[src/rtl/memArbPkg.sv]
package memArbPkg;

  typedef enum logic [1:0] {
    ST_IDLE = 2'd0,
    ST_LOAD = 2'd1,
    ST_XFER = 2'd2
  } arbState_t;

  // strobes from the control FSM to the datapath
  typedef struct packed {
    logic issueLoad;   // drive the load-mode command
    logic issueXfer;   // drive the granted requester's transfer
    logic commitMode;  // copy the winner's mode word into the loaded-mode register
  } arbStrobe_t;

endpackage

[src/rtl/memArbCtrl.sv]
module memArbCtrl
  import memArbPkg::*;
#(
  parameter int NUM_PORTS = 4,
  localparam int IDX_W = (NUM_PORTS > 1) ? $clog2(NUM_PORTS) : 1
) (
  input  logic                 clk,
  input  logic                 rst,
  input  logic [NUM_PORTS-1:0] reqMiss,
  input  logic [NUM_PORTS-1:0] reqComplete,
  input  logic [NUM_PORTS-1:0] modeSame,
  input  logic                 ctlAck,
  output arbStrobe_t           strobe,
  output logic [IDX_W-1:0]     grantIdx
);

  arbState_t        state;
  logic [IDX_W-1:0] grantQ;
  logic [IDX_W-1:0] winIdx;
  logic             anyMiss;

  // fixed priority: the highest index with a miss wins
  always_comb begin
    winIdx = '0;
    for (int i = 0; i < NUM_PORTS; i++) begin
      if (reqMiss[i]) winIdx = IDX_W'(i);
    end
  end

  assign anyMiss = |reqMiss;

  always_ff @(posedge clk) begin
    if (rst) begin
      state  <= ST_IDLE;
      grantQ <= '0;
    end else begin
      unique case (state)
        ST_IDLE: begin
          if (anyMiss) begin
            grantQ <= winIdx;
            state  <= modeSame[winIdx] ? ST_XFER : ST_LOAD;
          end
        end
        ST_LOAD: begin
          if (ctlAck) state <= ST_XFER;
        end
        ST_XFER: begin
          if (reqComplete[grantQ]) state <= ST_IDLE;
        end
        default: state <= ST_IDLE;
      endcase
    end
  end

  always_comb begin
    strobe.issueLoad  = (state == ST_LOAD);
    strobe.issueXfer  = (state == ST_XFER);
    strobe.commitMode = (state == ST_LOAD) && ctlAck;
  end

  assign grantIdx = grantQ;

endmodule

[src/rtl/memArbDatapath.sv]
module memArbDatapath
  import memArbPkg::*;
#(
  parameter int NUM_PORTS = 4,
  parameter int ADDR_W    = 32,
  parameter int DATA_W    = 32,
  parameter int SEL_W     = 4,
  parameter int MODE_W    = 32,
  localparam int IDX_W = (NUM_PORTS > 1) ? $clog2(NUM_PORTS) : 1
) (
  input  logic                        clk,
  input  logic                        rst,
  input  arbStrobe_t                  strobe,
  input  logic [IDX_W-1:0]            grantIdx,
  input  logic [NUM_PORTS-1:0]        reqRead,
  input  logic [NUM_PORTS-1:0]        reqWrite,
  input  logic [NUM_PORTS-1:0]        reqDataReady,
  input  logic [NUM_PORTS*SEL_W-1:0]  reqSel,
  input  logic [NUM_PORTS*ADDR_W-1:0] reqAddr,
  input  logic [NUM_PORTS*DATA_W-1:0] reqWData,
  input  logic [NUM_PORTS*MODE_W-1:0] reqMode,
  input  logic [DATA_W-1:0]           ctlRData,
  input  logic                        ctlAck,
  output logic                        ctlLoadMode,
  output logic                        ctlRead,
  output logic                        ctlWrite,
  output logic [SEL_W-1:0]            ctlSel,
  output logic [ADDR_W-1:0]           ctlAddr,
  output logic [DATA_W-1:0]           ctlWData,
  output logic [NUM_PORTS-1:0]        portAck,
  output logic [NUM_PORTS*DATA_W-1:0] portRData,
  output logic [NUM_PORTS-1:0]        portModeSame
);

  logic [SEL_W-1:0]  selArr   [NUM_PORTS];
  logic [ADDR_W-1:0] addrArr  [NUM_PORTS];
  logic [DATA_W-1:0] wdataArr [NUM_PORTS];
  logic [MODE_W-1:0] modeArr  [NUM_PORTS];

  logic [MODE_W-1:0] loadedMode;
  logic              modeValid;

  for (genvar i = 0; i < NUM_PORTS; i++) begin : gPort
    assign selArr[i]   = reqSel[i*SEL_W +: SEL_W];
    assign addrArr[i]  = reqAddr[i*ADDR_W +: ADDR_W];
    assign wdataArr[i] = reqWData[i*DATA_W +: DATA_W];
    assign modeArr[i]  = reqMode[i*MODE_W +: MODE_W];

    assign portModeSame[i] = modeValid && (modeArr[i] == loadedMode);

    logic isGrant;
    assign isGrant = strobe.issueXfer && (grantIdx == IDX_W'(i));
    assign portAck[i] = isGrant && ctlAck;
    assign portRData[i*DATA_W +: DATA_W] = isGrant ? ctlRData : '0;
  end

  // copy of the mode word held by the controller
  always_ff @(posedge clk) begin
    if (rst) begin
      loadedMode <= '0;
      modeValid  <= 1'b0;
    end else if (strobe.commitMode) begin
      loadedMode <= modeArr[grantIdx];
      modeValid  <= 1'b1;
    end
  end

  logic active;
  assign active = strobe.issueLoad || strobe.issueXfer;

  always_comb begin
    ctlLoadMode = strobe.issueLoad;
    ctlRead     = strobe.issueXfer && reqRead[grantIdx];
    ctlWrite    = strobe.issueXfer && reqWrite[grantIdx] && reqDataReady[grantIdx];
    ctlAddr     = active ? addrArr[grantIdx] : '0;
    ctlSel      = strobe.issueXfer ? selArr[grantIdx] : '0;
    if (strobe.issueLoad)      ctlWData = DATA_W'(modeArr[grantIdx]);
    else if (strobe.issueXfer) ctlWData = wdataArr[grantIdx];
    else                       ctlWData = '0;
  end

endmodule

[src/rtl/memArbiter.sv]
module memArbiter
  import memArbPkg::*;
#(
  parameter int NUM_PORTS = 4,
  parameter int ADDR_W    = 32,
  parameter int DATA_W    = 32,
  parameter int SEL_W     = 4,
  parameter int MODE_W    = 32
) (
  input  logic                        clk,
  input  logic                        rst,
  input  logic [NUM_PORTS-1:0]        reqMiss,
  input  logic [NUM_PORTS-1:0]        reqRead,
  input  logic [NUM_PORTS-1:0]        reqWrite,
  input  logic [NUM_PORTS-1:0]        reqDataReady,
  input  logic [NUM_PORTS-1:0]        reqComplete,
  input  logic [NUM_PORTS*SEL_W-1:0]  reqSel,
  input  logic [NUM_PORTS*ADDR_W-1:0] reqAddr,
  input  logic [NUM_PORTS*DATA_W-1:0] reqWData,
  input  logic [NUM_PORTS*MODE_W-1:0] reqMode,
  output logic [NUM_PORTS-1:0]        portAck,
  output logic [NUM_PORTS*DATA_W-1:0] portRData,
  output logic [NUM_PORTS-1:0]        portModeSame,
  output logic                        ctlLoadMode,
  output logic                        ctlRead,
  output logic                        ctlWrite,
  output logic [SEL_W-1:0]            ctlSel,
  output logic [ADDR_W-1:0]           ctlAddr,
  output logic [DATA_W-1:0]           ctlWData,
  input  logic [DATA_W-1:0]           ctlRData,
  input  logic                        ctlAck
);

  localparam int IDX_W = (NUM_PORTS > 1) ? $clog2(NUM_PORTS) : 1;

  arbStrobe_t       strobe;
  logic [IDX_W-1:0] grantIdx;

  memArbCtrl #(.NUM_PORTS(NUM_PORTS)) u_ctrl (
    .clk        (clk),
    .rst        (rst),
    .reqMiss    (reqMiss),
    .reqComplete(reqComplete),
    .modeSame   (portModeSame),
    .ctlAck     (ctlAck),
    .strobe     (strobe),
    .grantIdx   (grantIdx)
  );

  memArbDatapath #(
    .NUM_PORTS(NUM_PORTS),
    .ADDR_W   (ADDR_W),
    .DATA_W   (DATA_W),
    .SEL_W    (SEL_W),
    .MODE_W   (MODE_W)
  ) u_dp (
    .clk         (clk),
    .rst         (rst),
    .strobe      (strobe),
    .grantIdx    (grantIdx),
    .reqRead     (reqRead),
    .reqWrite    (reqWrite),
    .reqDataReady(reqDataReady),
    .reqSel      (reqSel),
    .reqAddr     (reqAddr),
    .reqWData    (reqWData),
    .reqMode     (reqMode),
    .ctlRData    (ctlRData),
    .ctlAck      (ctlAck),
    .ctlLoadMode (ctlLoadMode),
    .ctlRead     (ctlRead),
    .ctlWrite    (ctlWrite),
    .ctlSel      (ctlSel),
    .ctlAddr     (ctlAddr),
    .ctlWData    (ctlWData),
    .portAck     (portAck),
    .portRData   (portRData),
    .portModeSame(portModeSame)
  );

endmodule

[config.mk]
export PLATFORM = sky130hd
export DESIGN_NAME = memArbiter
export DESIGN_NICKNAME = d
export VERILOG_FILES = /design/src/rtl/memArbPkg.sv /design/src/rtl/memArbCtrl.sv /design/src/rtl/memArbDatapath.sv /design/src/rtl/memArbiter.sv
export SDC_FILE = /design/constraint.sdc
export NUM_CORES = 1
export LEC_CHECK = 0
export BUFFER_PORTS_ARGS = -buffer_cell sky130_fd_sc_hd__buf_4
export CAP_MARGIN = 20
export CELL_PAD_IN_SITES_DETAIL_PLACEMENT = 1
export CELL_PAD_IN_SITES_GLOBAL_PLACEMENT = 1
export CORE_AREA = 4 4 256 258
export DETAILED_ROUTE_END_ITERATION = 8
export DIE_AREA = 0 0 260 262
export GPL_TIMING_DRIVEN = 0
export PLACE_DENSITY = 0.44
export SYNTH_ARGS = -nofsm -noshare
export SYNTH_HDL_FRONTEND = slang
export SYNTH_SLANG_ARGS = --single-unit
[constraint.sdc]
create_clock -name clk -period 4.05 [get_ports clk]
set_input_delay 0 -clock clk [delete_from_list [all_inputs] [get_ports clk]]
set_output_delay 0 -clock clk [all_outputs]
set_load 0.005 [all_outputs]
==> run_results.csv <==
group,metric,value,unit
status,outcome,"finished clean",
worst_setup_path,cpPeakStageDelay,730,ps
route,drtIter0Drc,368,
synth,ys_ff_latch,37,
place,place_area,0.0130,mm²
worst_setup_path,crit_arrival,3270,ps
route,vias,8850,
sta,slew_headroom,33.6,%
route,post-route-drc-count,0,
worst_setup_path,cp-end-kind,"primary output",
place,place.detailed.hpwl,52.3,mm
floorplanning,top_level_ports,662,
worst_setup_path,reg2regPathDepth,7,
global_route,grt_pass1_wl,77.5,mm
power_and_ir_drop,power,5.07,mW
clock_tree,htreeDepth,2,
synth,synth_edf_count,0,
route,first_pass_iters,4,
clock_tree,worstSkewPairLatency,300,ps
floorplanning,die_h,262,µm
synth,avgSynthCellArea,9.26,µm²
finish,syn_to_final_growth,88.9,%
sta,setup_viol,0,
finish,design_area,0.0132,mm²
global_route,grt.overflow.total,0,
synth,synth_nets,1213,
sta,finalSetupTns,0,ps
sta,worst_slew_pin_slew,992,ps
worst_setup_path,regToRegStartpoint,"u_dp.loadedMode[6]$_SDFFE_PP0P_",
global_route,grt_max_degree,12,
floorplanning,die_area,0.0681,mm²
worst_setup_path,crit_fanout,11,
sta,holdWs,15.3,ps
synth,yosysUniqueCellTypes,40,
finish,drive_gt1_share,57.2,%
finish,layout_common_cells,"665 x buf_4, 170 x and2_1, 102 x mux4_2",
route,ant_nets,0,
synth,synth-async-reset-ratio,0,%
place,io_buffers,661,
route,wire_per_inst,25.8,µm
global_route,antenna_found_initial,8,
synth,yosysWarningCount,0,
synth,synthFlopType,"dfxtp_1",
clock_tree,numCtsBuffers,5,
worst_hold_path,hold_end,"u_ctrl.grantIdx[1]$_SDFFE_PP0P_",
sta,fin_crit,3270,ps
floorplanning,core,0.0630,mm²
sta,hold_viol_final,0,
worst_setup_path,path_cells,"clkbuf_1, buf_4, nor3b_2, clkbuf_1, and2_1, buf_4",
synth,syn_area,0.00699,mm²
worst_hold_path,hold_start,"reqMiss[0]",
synth,seq_area_frac_synth,10.6,%
floorplanning,row_count,92,
worst_setup_path,rr_endpoint,"u_ctrl.state[1]$_SDFFE_PP0P_",
route,routed_wl,58.7,mm
sta,period_share,80.7,%
finish,finalCoreUtilization,21.0,%
worst_setup_path,start_kind,"flip-flop",
global_route,grt_pass1_vias,10100,
worst_setup_path,r2r_slack,1260,ps
worst_setup_path,crit_type,"reg -> out",
sta,final.setup_skew,5.96,ps
worst_hold_path,hold_class,"in -> reg",
power_and_ir_drop,p_leak,5.84,nW
power_and_ir_drop,peakVddDrop,0.000162,V
sta,rsz0062_at_grt,"no",
sta,max_freq,0.306,GHz
place,place.gp.congestion,0.896,
worst_setup_path,critPathSlowestCell,"clkbuf_1",
clock_tree,clockBufferDepth,2,
power_and_ir_drop,power_density,384,mW/mm²
worst_hold_path,min_path_cells,4,
worst_setup_path,critical_path_required,4050,ps
floorplanning,die_width,260,µm
sta,slew_viol_final,0,
global_route,track_usage,16.1,%
synth,syn_inst,755,
finish,final_common_cell,"buf_4",
floorplanning,initial_utilization,11.1,%
clock_tree,cts_tree,"done",
clock_tree,cts_resized,0,
job,maxCapViolCount,0,
finish,layout.nets,1883,
clock_tree,clk_pin_slew_worst_paths,70,ps
route,vias_per_cell,3.89,
clock_tree,cts_sinks,37,
clock_tree,root_buffer,"clkbuf_16",
[what timing repair did]
item / 4_1_cts / 5_1_grt
hold buffers: 1 / 0
endpoints found under the hold margin: 1 / 0
buffers inserted: 0 / 0
[state kept, by name (all words and copies together), names as in the netlist]
signal           flops
u_ctrl.grantIdx      2
u_ctrl.state         2
u_dp.loadedMode     32
u_dp.modeValid       1
[cells by family after synthesis]
family	share of synthesized area, %
and+or+nand+nor	25.1
xor gates and xnor gates	16.4
muxes	32.8
buffers and inverters	6.71
AOI/OAI and AO/OA	7.78
DFF	10.6
adders and majority gates	0.537
[cell type report]
cell class | count | area (µm²)
diodes | 5 | 12.5
plain buffers | 89 | 450
clock buffers | 7 | 153
clock inverters | 1 | 5.00
fillers | 7524 | 49800
inverters | 5 | 18.8
multi-input cells | 624 | 5780
flip-flops and latches | 37 | 741
well taps | 846 | 1060
repair buffers | 663 | 4990
[critical path: cells and delay by family, from the launching register on]
family / cells / cell delay (ps)
and+or+nand+nor: 2 / 720
DFF: 1 / 430
buffers and inverters: 4 / 1790
[metal layers]
layer	vias to the layer above	global-route usage [%]	wire length (µm)
met2	333	29.4	30600
met3	37	4.20	3920
met1	4420	19.4	23400
met4	8	2.44	767
met5	-	0	38
li1	4052	-	-
[power by group]
group | total [mW] | switching [mW] | internal (mW)
clock network | 0.456 | 0.194 | 0.262
registers | 0.466 | 0.0313 | 0.434
logic | 4.15 | 2.12 | 2.03
[Yosys cell counts (2+ instances only)]
library cell | instances | share of area (%)
buf_1 | 8 | 0.43
a21oi_1 | 35 | 2.5
nor2_1 | 7 | 0.38
a22o_1 | 32 | 4.0
o21ai_0 | 4 | 0.29
inv_1 | 5 | 0.27
nor4_1 | 17 | 1.5
nor3_1 | 5 | 0.36
buf_6 | 10 | 1.6
buf_4 | 4 | 0.43
clkbuf_1 | 46 | 2.5
nor2b_1 | 2 | 0.18
and3_1 | 2 | 0.18
buf_2 | 21 | 1.5
xor2_1 | 50 | 6.3
ha_1 | 3 | 0.54
mux4_2 | 102 | 33
nand2_1 | 78 | 4.2
xnor2_1 | 72 | 9.0
nand3_1 | 2 | 0.14
a211oi_1 | 2 | 0.21
nand4_1 | 22 | 2.0
dfxtp_1 | 37 | 11
xnor2_2 | 4 | 0.93
and2_1 | 170 | 15
[how the worst max path moves through the flow]
stage	to	slack, ps	cells past startpoint	startpoint
floorplan	u_ctrl.state[0]$_SDFFE_PP0P_	2310	7	u_dp.loadedMode[18]$_SDFFE_PP0P_
global route	portRData[39]	460	6	u_ctrl.grantIdx[0]$_SDFFE_PP0P_
finish	portRData[39]	780	6	u_ctrl.grantIdx[0]$_SDFFE_PP0P_
detailed placement	portRData[39]	960	6	u_ctrl.grantIdx[0]$_SDFFE_PP0P_
CTS	portRData[39]	620	6	u_ctrl.grantIdx[0]$_SDFFE_PP0P_
global placement	ctlAddr[27]	700	6	u_ctrl.grantIdx[1]$_SDFFE_PP0P_
[stage by stage]
step	std cells	worst slack (ps)
final	2277	781
after global routing	2274	464
after CTS	2272	619
after detailed placement	2263	955
after global placement	2262	704
after floorplan	755	2310
No activity file was read; power rests on OpenSTA's default activity.
